[src/rtl/pwm_evt_pkg.sv]
package pwm_evt_pkg;
  localparam int CFG_W  = 16;
  localparam int OFS_W  = 5;
  localparam int NSTAT  = 4;
  localparam int NCMP   = 3;

  typedef enum logic [1:0] {
    TB_EOC   = 2'b00,
    TB_CMPA  = 2'b01,
    TB_TRIG1 = 2'b10,
    TB_OFF   = 2'b11
  } tb_sel_e;

  // st_en order: [3] fault, [2] current limit, [1] feed-forward, [0] sync
  // t2_en order: [2] compare C, [1] compare B, [0] compare A
  typedef struct packed {
    logic [NSTAT-1:0] st_en;
    logic [1:0]       unused;
    tb_sel_e          tb_sel;
    logic [NCMP-1:0]  t2_en;
    logic [OFS_W-1:0] t1_skip;
  } ctl_word_t;
endpackage

[src/rtl/pwm_rise_det.sv]
module pwm_rise_det #(
  parameter int W = 4
) (
  input  logic         clk,
  input  logic         rst_n,
  input  logic [W-1:0] lvl_i,
  output logic [W-1:0] rise_o
);
  logic [W-1:0] prev_q;
  logic         armed_q;

  always_ff @(posedge clk or negedge rst_n) begin
    if (!rst_n) begin
      prev_q  <= '0;
      armed_q <= 1'b0;
    end else begin
      prev_q  <= lvl_i;
      armed_q <= 1'b1;
    end
  end

  // first cycle after reset only captures the level
  always_comb begin
    rise_o = '0;
    if (armed_q) rise_o = lvl_i & ~prev_q;
  end
endmodule

[src/rtl/pwm_trig1_skip.sv]
module pwm_trig1_skip #(
  parameter int OFS_W = 5
) (
  input  logic             clk,
  input  logic             rst_n,
  input  logic             eoc_i,
  input  logic             src_i,
  input  logic [OFS_W-1:0] skip_i,
  output logic             fire_o
);
  logic [OFS_W-1:0] cnt_q, cnt_d, cnt_eff;
  logic             done_q, done_d, done_eff;

  always_comb begin
    cnt_eff  = eoc_i ? '0 : cnt_q;
    done_eff = eoc_i ? 1'b0 : done_q;
    fire_o   = src_i && !done_eff && (cnt_eff == skip_i);
    cnt_d    = cnt_eff;
    if (src_i && (cnt_eff < skip_i)) cnt_d = cnt_eff + 1'b1;
    done_d   = done_eff | fire_o;
  end

  always_ff @(posedge clk or negedge rst_n) begin
    if (!rst_n) begin
      cnt_q  <= '0;
      done_q <= 1'b0;
    end else begin
      cnt_q  <= cnt_d;
      done_q <= done_d;
    end
  end
endmodule

[src/rtl/pwm_irq_flag.sv]
module pwm_irq_flag (
  input  logic clk,
  input  logic rst_n,
  input  logic set_i,
  input  logic ack_i,
  output logic irq_o
);
  logic irq_q, irq_d;

  always_comb irq_d = set_i | (irq_q & ~ack_i);

  always_ff @(posedge clk or negedge rst_n) begin
    if (!rst_n) irq_q <= 1'b0;
    else        irq_q <= irq_d;
  end

  assign irq_o = irq_q;
endmodule

[src/rtl/pwm_evt_router.sv]
module pwm_evt_router
  import pwm_evt_pkg::*;
(
  input  logic             clk,
  input  logic             rst_n,
  input  logic             cfg_we_i,
  input  logic [CFG_W-1:0] cfg_wdata_i,
  input  logic             eoc_i,
  input  logic             cmp_a_i,
  input  logic             cmp_b_i,
  input  logic             cmp_c_i,
  input  logic             trig1_src_i,
  input  logic             fault_i,
  input  logic             climit_i,
  input  logic             ffwd_i,
  input  logic             sync_i,
  input  logic             irq_ack_i,
  output logic             irq_o,
  output logic             adc_trig1_o,
  output logic             adc_trig2_o
);
  ctl_word_t        ctl_q, ctl_d;
  logic [NSTAT-1:0] st_lvl, st_rise;
  logic [NCMP-1:0]  cmp_vec;
  logic             t1_fire, t2_fire, tb_evt, irq_set;
  logic             t1_q, t2_q;
  logic [NCMP-1:0]  t2_en_w;

  assign st_lvl  = {fault_i, climit_i, ffwd_i, sync_i};
  assign cmp_vec = {cmp_c_i, cmp_b_i, cmp_a_i};
  assign t2_en_w = ctl_q.t2_en;

  // control word, clock-enabled by the write strobe
  always_comb begin
    ctl_d = ctl_q;
    if (cfg_we_i) ctl_d = ctl_word_t'(cfg_wdata_i);
  end

  always_ff @(posedge clk or negedge rst_n) begin
    if (!rst_n) ctl_q <= '0;
    else        ctl_q <= ctl_d;
  end

  pwm_rise_det #(.W(NSTAT)) u_rise (
    .clk    (clk),
    .rst_n  (rst_n),
    .lvl_i  (st_lvl),
    .rise_o (st_rise)
  );

  pwm_trig1_skip #(.OFS_W(OFS_W)) u_t1 (
    .clk    (clk),
    .rst_n  (rst_n),
    .eoc_i  (eoc_i),
    .src_i  (trig1_src_i),
    .skip_i (ctl_q.t1_skip),
    .fire_o (t1_fire)
  );

  assign t2_fire = |(cmp_vec & ctl_q.t2_en);

  always_comb begin
    unique case (ctl_q.tb_sel)
      TB_EOC:   tb_evt = eoc_i;
      TB_CMPA:  tb_evt = cmp_a_i;
      TB_TRIG1: tb_evt = t1_fire;
      default:  tb_evt = 1'b0;
    endcase
  end

  assign irq_set = tb_evt | (|(st_rise & ctl_q.st_en));

  pwm_irq_flag u_irq (
    .clk   (clk),
    .rst_n (rst_n),
    .set_i (irq_set),
    .ack_i (irq_ack_i),
    .irq_o (irq_o)
  );

  always_ff @(posedge clk or negedge rst_n) begin
    if (!rst_n) begin
      t1_q <= 1'b0;
      t2_q <= 1'b0;
    end else begin
      t1_q <= t1_fire;
      t2_q <= t2_fire;
    end
  end

  assign adc_trig1_o = t1_q;
  assign adc_trig2_o = t2_q;
endmodule

[config.mk]
export PLATFORM = sky130hd
export DESIGN_NAME = pwm_evt_router
export DESIGN_NICKNAME = d
export VERILOG_FILES = /design/src/rtl/pwm_evt_pkg.sv /design/src/rtl/pwm_rise_det.sv /design/src/rtl/pwm_trig1_skip.sv /design/src/rtl/pwm_irq_flag.sv /design/src/rtl/pwm_evt_router.sv
export SDC_FILE = /design/constraint.sdc
export NUM_CORES = 1
export LEC_CHECK = 0
export ABC_CLOCK_PERIOD_IN_PS = 1940
export CAP_MARGIN = 0
export CORE_MARGIN = 1
export CORE_UTILIZATION = 47
export CTS_BUF_LIST = sky130_fd_sc_hd__clkbuf_16
export DETAILED_ROUTE_END_ITERATION = 8
export PLACE_DENSITY = 0.83
export SYNTH_ARGS = -nofsm -noshare
export SYNTH_HDL_FRONTEND = slang
export SYNTH_SLANG_ARGS = --single-unit
export TNS_END_PERCENT = 10
[constraint.sdc]
create_clock -name clk -period 1.94 [get_ports clk]
set_input_delay 0.291 -clock clk [delete_from_list [all_inputs] [get_ports clk]]
set_output_delay 0.291 -clock clk [all_outputs]
set_load 0.02 [all_outputs]
==> results of run 1 <==
-- synthesized netlist by cell type (2+ instances only) --
cell,n
sky130_fd_sc_hd__nor2_2,2
sky130_fd_sc_hd__nand2_1,12
sky130_fd_sc_hd__nor2b_1,3
sky130_fd_sc_hd__a21oi_1,2
sky130_fd_sc_hd__nor3_1,2
sky130_fd_sc_hd__nand2b_1,2
sky130_fd_sc_hd__ha_1,6
sky130_fd_sc_hd__mux2_1,2
sky130_fd_sc_hd__xor2_1,3
sky130_fd_sc_hd__inv_1,11
sky130_fd_sc_hd__o21ai_0,6
sky130_fd_sc_hd__mux2_2,7
sky130_fd_sc_hd__nand3_1,2
sky130_fd_sc_hd__dfrtp_1,28
sky130_fd_sc_hd__o22ai_1,2
-- logic make-up after synthesis --
family	Yosys count	share of synthesized area, %
other cells	1	0.3034
mux	11	10.22
flops	28	56.68
simple gates	28	11.94
buf+inv	13	4.048
compound gates	13	7.895
fa+ha+maj	6	6.073
xor+xnor	4	2.835
-- stage by stage --
step                area (um2)  util, %
floorplan                 1236        -
global placement          1630    65.81
detailed placement        1630    65.81
CTS                       1734    70.00
global route              1734    70.00
finish                    1734    70.00
-- worst max path at each step --
stage / slack [ps] / endpoint / depth (start not counted)
floorplan: 270 / u_t1.cnt_q[1] / 6
global placement: -210 / u_t1.cnt_q[1] / 7
detailed placement: -270 / u_t1.cnt_q[1] / 7
CTS: 150 / u_t1.cnt_q[1] / 6
global route: 80 / u_t1.cnt_q[1] / 6
finish: 140 / u_t1.cnt_q[1] / 6
-- routing by layer --
layer | global-route usage (%) | wire (um)
met1 | 20.22 | 921
met2 | 38.96 | 1255
met3 | 4.885 | 109
met4 | 3.947 | 19
met5 | 0 | 0
-- power groups by stage --
stage / logic (mW) / registers [mW] / clock network [mW]
after floorplan: 0.107 / 0.673 / 0
after global routing: 0.258 / 0.664 / 0.631
after global placement: 0.224 / 0.669 / 0
after CTS: 0.236 / 0.659 / 0.605
final: 0.232 / 0.659 / 0.598
after detailed placement: 0.235 / 0.670 / 0
-- registers in the layout (all words and copies together) (netlist names) --
name and count:
ctl_q 11, u_t1.cnt_q 5, u_rise.prev_q 4, t2_en_w 3, adc_trig1_o 1, adc_trig2_o 1, u_irq.irq_o 1, u_rise.armed_q 1
u_t1.done_q 1
-- placed cells by master (no fill, tap or decap), drive strengths merged, types with 2 or more instances in the layout --
cell type      count
nor3               2
ha                 6
inv               11
dfrtp             28
a21oi              2
nand2b             2
nand3              2
clkdlybuf4s50     28
nor2b              4
clkbuf             3
buf               10
nand4              2
o21ai              6
xor2               3
nand2             12
nor2               3
o22ai              2
mux2              10
-- final cells by class --
class                      count  share of cell area, %
timing repair buffer          39                  21.00
clock buffer                   3                  4.329
sequential                    28                  40.40
inverter                      11                  2.381
clock inverter                 1                  1.732
multi-input combinational     63                  27.99
tap                           30                  2.165
==> results.md, run 1 <==
Run status:
- The flow ran to the end, and the final reports show no timing, DRC or antenna violations.

STA:
- The tightest hold path in the finished design has a slack of 405.3 ps.
- Setup repair after global routing left no endpoint under its margin.
- For the final database, setup skew stands at 5.287 ps.
- For this run, the top clock speed supported by timing is 0.5546 GHz.
- The portion of the clock cycle consumed by the worst path in the final layout is 92.94%.
- The count of final setup violators is 0.
- The hold violation total from the final report came to 0.
- Counting I/O delays and the setup requirement, the final critical path takes 1803 ps.
- The setup TNS is 0 ps.
- The max-slew violation total from the final report was 0.
- In the post-route analysis, the smallest setup slack over all paths is 136.9 ps.

Logic synthesis:
- Dividing the synthesized area by the synthesized cell count gives 11.89 um2.
- The post-synthesis async set-or-reset flop share is 100.0%.
- The register bit total from synthesis is 28.
- The count of unique library cells instantiated by Yosys is 29.
- The mapped netlist covers 1236 um2.
- The dominant register cell in the synthesized netlist is sky130_fd_sc_hd__dfrtp_1.
- sky130_fd_sc_hd__dfrtp_1 takes more of the synthesized area than any other cell.
- The post-synthesis cell count is 104.
- Yosys attributes the largest share of cell area to sky130_fd_sc_hd__dfrtp_1 (57%), sky130_fd_sc_hd__mux2_2 (6.4%), sky130_fd_sc_hd__ha_1 (6.1%).
- Counting flops with a built-in enable in the synthesized netlist gives 0.
- After synthesis, flip-flops and latches occupy 56.68% of the total area.
- For this run, the number of Yosys warnings is 0.
- The number of nets in the synthesized netlist is 139.
- After synthesis, the largest area contributor takes up 56.68% of total cell area.

Place:
- The congestion estimate from routability-driven global placement came to 0.8051.
- Once detailed placement completed, the half-perimeter wirelength came to 1787 um.
- The number of placed instances, taps included, is 171.
- At the placement stage, the worst setup path has a slack of -266.9 ps.
- Input and output buffers added on the ports amount to 29.

Critical path:
- The launching instance or port of the critical path is u_t1.cnt_q[2].
- The critical path contains buffers and inverters numbering 0 combined.
- The type of element launching the critical path is a flop.
- The worst setup path is of the flop to flop kind.
- The reg2reg setup slack is 140 ps.
- The critical path data required time is 2080 ps.
- The depth of the worst register-to-register path is 6.
- The delay contributed by the slowest stage of the critical path is 400 ps.
- The launching point of the worst reg2reg path is u_t1.cnt_q[2].
- The kind of cell adding the most delay to the critical path is simple AND/OR/NAND/NOR gates.
- The highest-delay cell along the critical path is sky130_fd_sc_hd__dfrtp_1.
- Walking the worst path, the cells encountered are nor2b_1 -> ha_1 -> nand4_2 -> o2111ai_4 -> nor2_2 -> mux2_4.
- The worst register-to-register path ends at u_t1.cnt_q[1].
- The largest fanout on the critical path is 4.
- The worst setup path is captured at a flop.
- The data arrival time of the worst path is 1950 ps.

Global routing:
- The total routing usage reported by global routing is 19.67%.
- The via count of the first global-routing pass is 975.
- The total overflow left after global routing is 0.
- The initial antenna violation count came to 0.
- The first global-routing pass estimated 3953 um of wire.
- Entering global routing, the biggest net connects 29 pins.

Power and ir drop:
- The net switching power figure is 0.3088 mW.
- The internal power summed over all cells is 1.180 mW.
- The fraction of power spent switching nets is 20.74%.
- The clock network fraction of total power is 40.2%.
- VDD sags by at most 0.5990 mV.
- Per report_power, the sequential group accounts for 44.2% of the total.
- Of the total power, combinational logic draws 15.6%.
- The leakage power total is 0.8283 nW.
- After layout, the design draws a total of 1.489 mW.
- Power spread over the standard cell area amounts to 858.5 nW/um2.

Final layout:
- The sequential cell area is 700.7 um2.
- Summing all multi-input logic gate instances after layout gives 485.5 um2.
- The antenna diode count is 0.
- Once layout is complete, the cells apart from fillers number 175.
- The area added between synthesis and finish is 40.28%.
- The post-layout net count is 181.
- The fraction of final layout cells with drive strength greater than 1 is 18.62%.
- The final-layout fill cell count is 209.

Drt:
- The first TritonRoute pass finished after 4 iterations.
- The total detailed-routing wirelength is 2306 um.
- The via-per-instance ratio is 5.149.
- The detailed router placed 901 vias in this run.
- The count of antenna-violating nets left after detailed routing is 0.
- Dividing the detail-routed wire length by the instance count gives 13.18 um.
- For this block, the initial DRC count from the detailed router was 6.
- The post-route DRC violation count is 0.

Clock tree:
- The clock drives 28 sinks.
- Clock latency on the worst-skew pair, taken at its later pin, is 260 ps.
- Clock-pin slew was measured on the worst setup and hold paths at 60 ps.
- The clock tree from TritonCTS is yes.
- After clock tree synthesis, the setup repair step added 0 buffers.
- Clock tree synthesis inserted a total of 3 buffers.
- CTS built an H-tree with a depth of 1.
- The clock tree buffer depth is 2.
- The hold buffer count at cts is 0.
- The number of gates resized after CTS was 1.
- The master cell of the clock root buffer is sky130_fd_sc_hd__clkbuf_16.

Floorplan:
- The row count is 18.
- The floorplan step set the die width to 53.29 um.
- The core region is 2477 um2.
- The initial utilization of the core area, before any placement, comes to 49.90%.
- Measured along the y axis, the die boundary spans 53.29 um.
- 32 I/O pins were placed.
- The floorplan step defined a die boundary enclosing 2839 um2.

Flow run:
- The tool flagged a number of max-cap violations equal to 0.

Hold path:
- The tightest min-delay check is of the input pin to asynchronous set/reset pin type.
No activity file was read; power rests on OpenSTA's default activity.
==> inputs of run 2 (changes only) <==
--- a/config.mk
+++ b/config.mk
@@ -15,4 +15,4 @@
 export SYNTH_ARGS = -nofsm -noshare
 export SYNTH_HDL_FRONTEND = slang
 export SYNTH_SLANG_ARGS = --single-unit
-export TNS_END_PERCENT = 10
+export TNS_END_PERCENT = 50
==> results of run 2 <==
No change in the layout: final DEF, timing and power equal those of run 1.
==> inputs of run 3 (changes only) <==
--- a/config.mk
+++ b/config.mk
@@ -11,7 +11,7 @@
 export CORE_UTILIZATION = 47
 export CTS_BUF_LIST = sky130_fd_sc_hd__clkbuf_16
 export DETAILED_ROUTE_END_ITERATION = 8
-export PLACE_DENSITY = 0.83
+export PLACE_DENSITY_LB_ADDON = 0.05
 export SYNTH_ARGS = -nofsm -noshare
 export SYNTH_HDL_FRONTEND = slang
 export SYNTH_SLANG_ARGS = --single-unit
==> results.md, run 3 (synthesis results as in run 1) <==
Place:
- The placed wire-length estimate after detailed placement is 1778 um (-0.49%).
- The post-placement worst setup slack is -270.6 ps (-3.691 ps).
- The routability congestion estimate was 0.7279 (-9.6%).
- The number of buffers added on ports is 29 (unchanged).

Global routing:
- The initial antenna violation count is 0 (unchanged).
- The maximum number of pins on one net before global-route repair was 29 (unchanged).
- The total routing usage reported by global routing came to 18.88% (-0.79 points).
- The wire length of the first global-routing pass is 3739 um (-5.4%).
- The global-route congestion overflow total was 0 (unchanged).
- The via count of the first global-routing pass is 918 (-5.8%).

Clock tree:
- The clock tree buffer depth is 2 (unchanged).
- The sink count of the clock tree is 28 (unchanged).
- The number of levels in the clock H-tree is 1 (unchanged).
- The number of buffers inserted during clock tree synthesis is 3 (unchanged).
- The clock-pin slew reported for the worst setup and hold paths after clock tree synthesis is 70 ps (about the same).
- The clock latency at the later pin of the worst-skew pair came to 260 ps (about the same).
- The tree is rooted in a sky130_fd_sc_hd__clkbuf_16.
- The hold buffer count at cts is 0 (unchanged).
- The clock tree from TritonCTS is yes.

Critical path:
- Walking the worst path, the cells encountered are nor2b_1 -> ha_1 -> nand4_2 -> o2111ai_4 -> nor2_2 -> mux2_4.
- The slowest stage of the critical path is the sky130_fd_sc_hd__dfrtp_1 cell.
- The launching point of the worst reg2reg path is u_t1.cnt_q[2].
- The data arrival time of the worst path is 1920 ps (-30 ps).
- The total number of cells along the worst setup path is 6 (unchanged).
- The critical path capture point is u_t1.cnt_q[1].
- The depth of the worst register-to-register path is 6 (unchanged).
- The type of element launching the critical path is a flop.
- The critical path data required time is 2090 ps (about the same).
- The critical path start-end classification is flop to flop.
- The largest fanout on the critical path is 4 (unchanged).
- The worst flop-to-flop path endpoint is u_t1.cnt_q[1].
- The delay contributed by the slowest stage of the critical path is 400 ps (about the same).
- The reg2reg setup slack is 170 ps (+30 ps).
- The total buffers and inverters traversed by the critical path is 0 (unchanged).
- Among cell families on the critical path, the largest total delay comes from flip-flops.
- The launching instance or port of the critical path is u_t1.cnt_q[2].
- The capturing element type of the critical path is a flop.

Final layout:
- The final-layout fill cell count was 200 (-4.3%).
- The flip-flop count of the largest register after layout is 11 (unchanged).
- The antenna diode count came to 0 (unchanged).
- The fraction of final layout cells with drive strength greater than 1 is 19.31% (+0.69 points).
- The library cells used most frequently in the layout, excluding fill and tap cells, are sky130_fd_sc_hd__dfrtp_1 (28), sky130_fd_sc_hd__clkdlybuf4s50_1 (28), sky130_fd_sc_hd__nand2_1 (12).
- The post-layout net count is 181 (unchanged).
- Ranked by flip-flop count, first place goes to ctl_q.
- The core utilization of the finished layout came to 70.25% (+0.25 points).
- The largest registers in the layout are ctl_q (11), u_t1.cnt_q (5), u_rise.prev_q (4).
- The area growth from synthesis to layout is 40.79%.

Drt:
- The violation count after the first detailed-routing iteration is 7 (+1).
- The count of antenna-violating nets left after detailed routing is 0 (unchanged).
- The number of search-and-repair iterations in the first detailed-routing pass was 4 (unchanged).
- The post-route DRC violation count is 0 (unchanged).
- The total detailed-routing wirelength came to 2255 um (-2.2%).
- The via-per-instance ratio came to 4.977 (-3.3%).
- The post-detailed-route wirelength per cell was 12.89 um (-2.2%).
- The vias after detailed routing is 871 (-3.3%).

Floorplan:
- The starting density of the core was 49.90% (unchanged).
- The die boundary width is 53.29 um (unchanged).
- The die span in y is 53.29 um (unchanged).
- The number of top-level pins came to 32 (unchanged).
- The row count is 18 (unchanged).
- The floorplan die area was 2839 um2 (unchanged).
- The core region area came to 2477 um2 (unchanged).

STA:
- The max-slew violation total from the final report is 0 (unchanged).
- The shortest clock period the worst path allows after layout is 1770 ps (-33.09 ps).
- The setup TNS is 0 ps (unchanged).
- The setup slack of the critical path after layout is 170.0 ps (+33.09 ps).
- The portion of the clock cycle consumed by the worst path in the final layout is 91.24% (-1.7 points).
- The worst setup skew after layout is 2.189 ps (-3.097 ps).
- The highest achievable clock rate is 0.5650 GHz (+1.9%).
- The count of final setup violators is 0 (unchanged).
- Setup repair after global routing left no endpoint under its margin.
- The hold violation total from the final report is 0 (unchanged).

Power and ir drop:
- The total power was 1.491 mW (+0.18%).
- The largest voltage drop on the vdd net is 0.6414 mV (+7.1%).
- The power density over the cells is 856.9 nW/um2 (-0.18%).
- The leakage power total is 0.8361 nW (+0.93%).

Run status:
- The run finished with clean final reports.

Hold path:
- The path class of the lowest-slack min-delay path is input pin to asynchronous set/reset pin.

Flow run:
- The total of max-cap violations is 0 (unchanged).
run 3: cell types whose count changed in the layout (fill, tap and decap cells not counted), sizes merged:
cell / delta
dlygate4sd2: -1
dlymetal6s2s: +1
run 3: how the worst min path moves through the flow:
stage / start / end / slack (ps)
detailed placement: u_t1.done_q / u_t1.done_q / 470
global route: rst_n / u_t1.cnt_q[1] / 460
floorplan: rst_n / adc_trig1_o / -5
global placement: u_t1.done_q / u_t1.done_q / 460
CTS: rst_n / adc_trig2_o / 420
finish: rst_n / u_t1.cnt_q[1] / 400
run 3: power by group:
| group | internal [mW] | switching, mW |
|---|---|---|
| Combinational | 0.133 | 0.0965 |
| Clock | 0.411 | 0.192 |
| Sequential | 0.636 | 0.0228 |
| Total | 1.18 | 0.312 |
run 3: routing by layer:
metal  GRT usage [%]  wire (um)
met3           4.310        104
met1           22.40        985
met4           6.579         37
met2           32.92       1128
met5               0          0
run 3: timing repair:
action | 4_1_cts | 5_1_grt
gates resized for setup | 0 | 2
setup endpoints to repair | 0 | 4
setup buffers | 0 | 0
run 3: area by class of cell:
| class | instances | area (um2) | area share, % |
|---|---|---|---|
| clock buffer | 3 | 75.07 | 4.313 |
| tap | 30 | 37.54 | 2.157 |
| sequential | 28 | 700.7 | 40.26 |
| clock inverter | 1 | 30.03 | 1.725 |
| inverter | 11 | 41.29 | 2.372 |
| multi-input combinational | 63 | 488.0 | 28.04 |
| timing repair buffer | 39 | 367.9 | 21.14 |
run 3: worst register-to-register path: cells and delay by family, from the launching register on:
family | cells | cell delay, ps
flops | 1 | 400
compound gates | 1 | 250
fa+ha+maj | 1 | 320
mux | 1 | 290
simple gates | 3 | 400
run 3: through the flow:
step,hold slack (ps),instance area (um2),cells
3_5_place_dp,471.8,1630,171
3_3_place_gp,463.2,1630,171
4_1_cts,415.1,1735,175
5_1_grt,464.8,1740,175
2_1_floorplan,-4.591,1236,104
6_report,403.1,1740,175
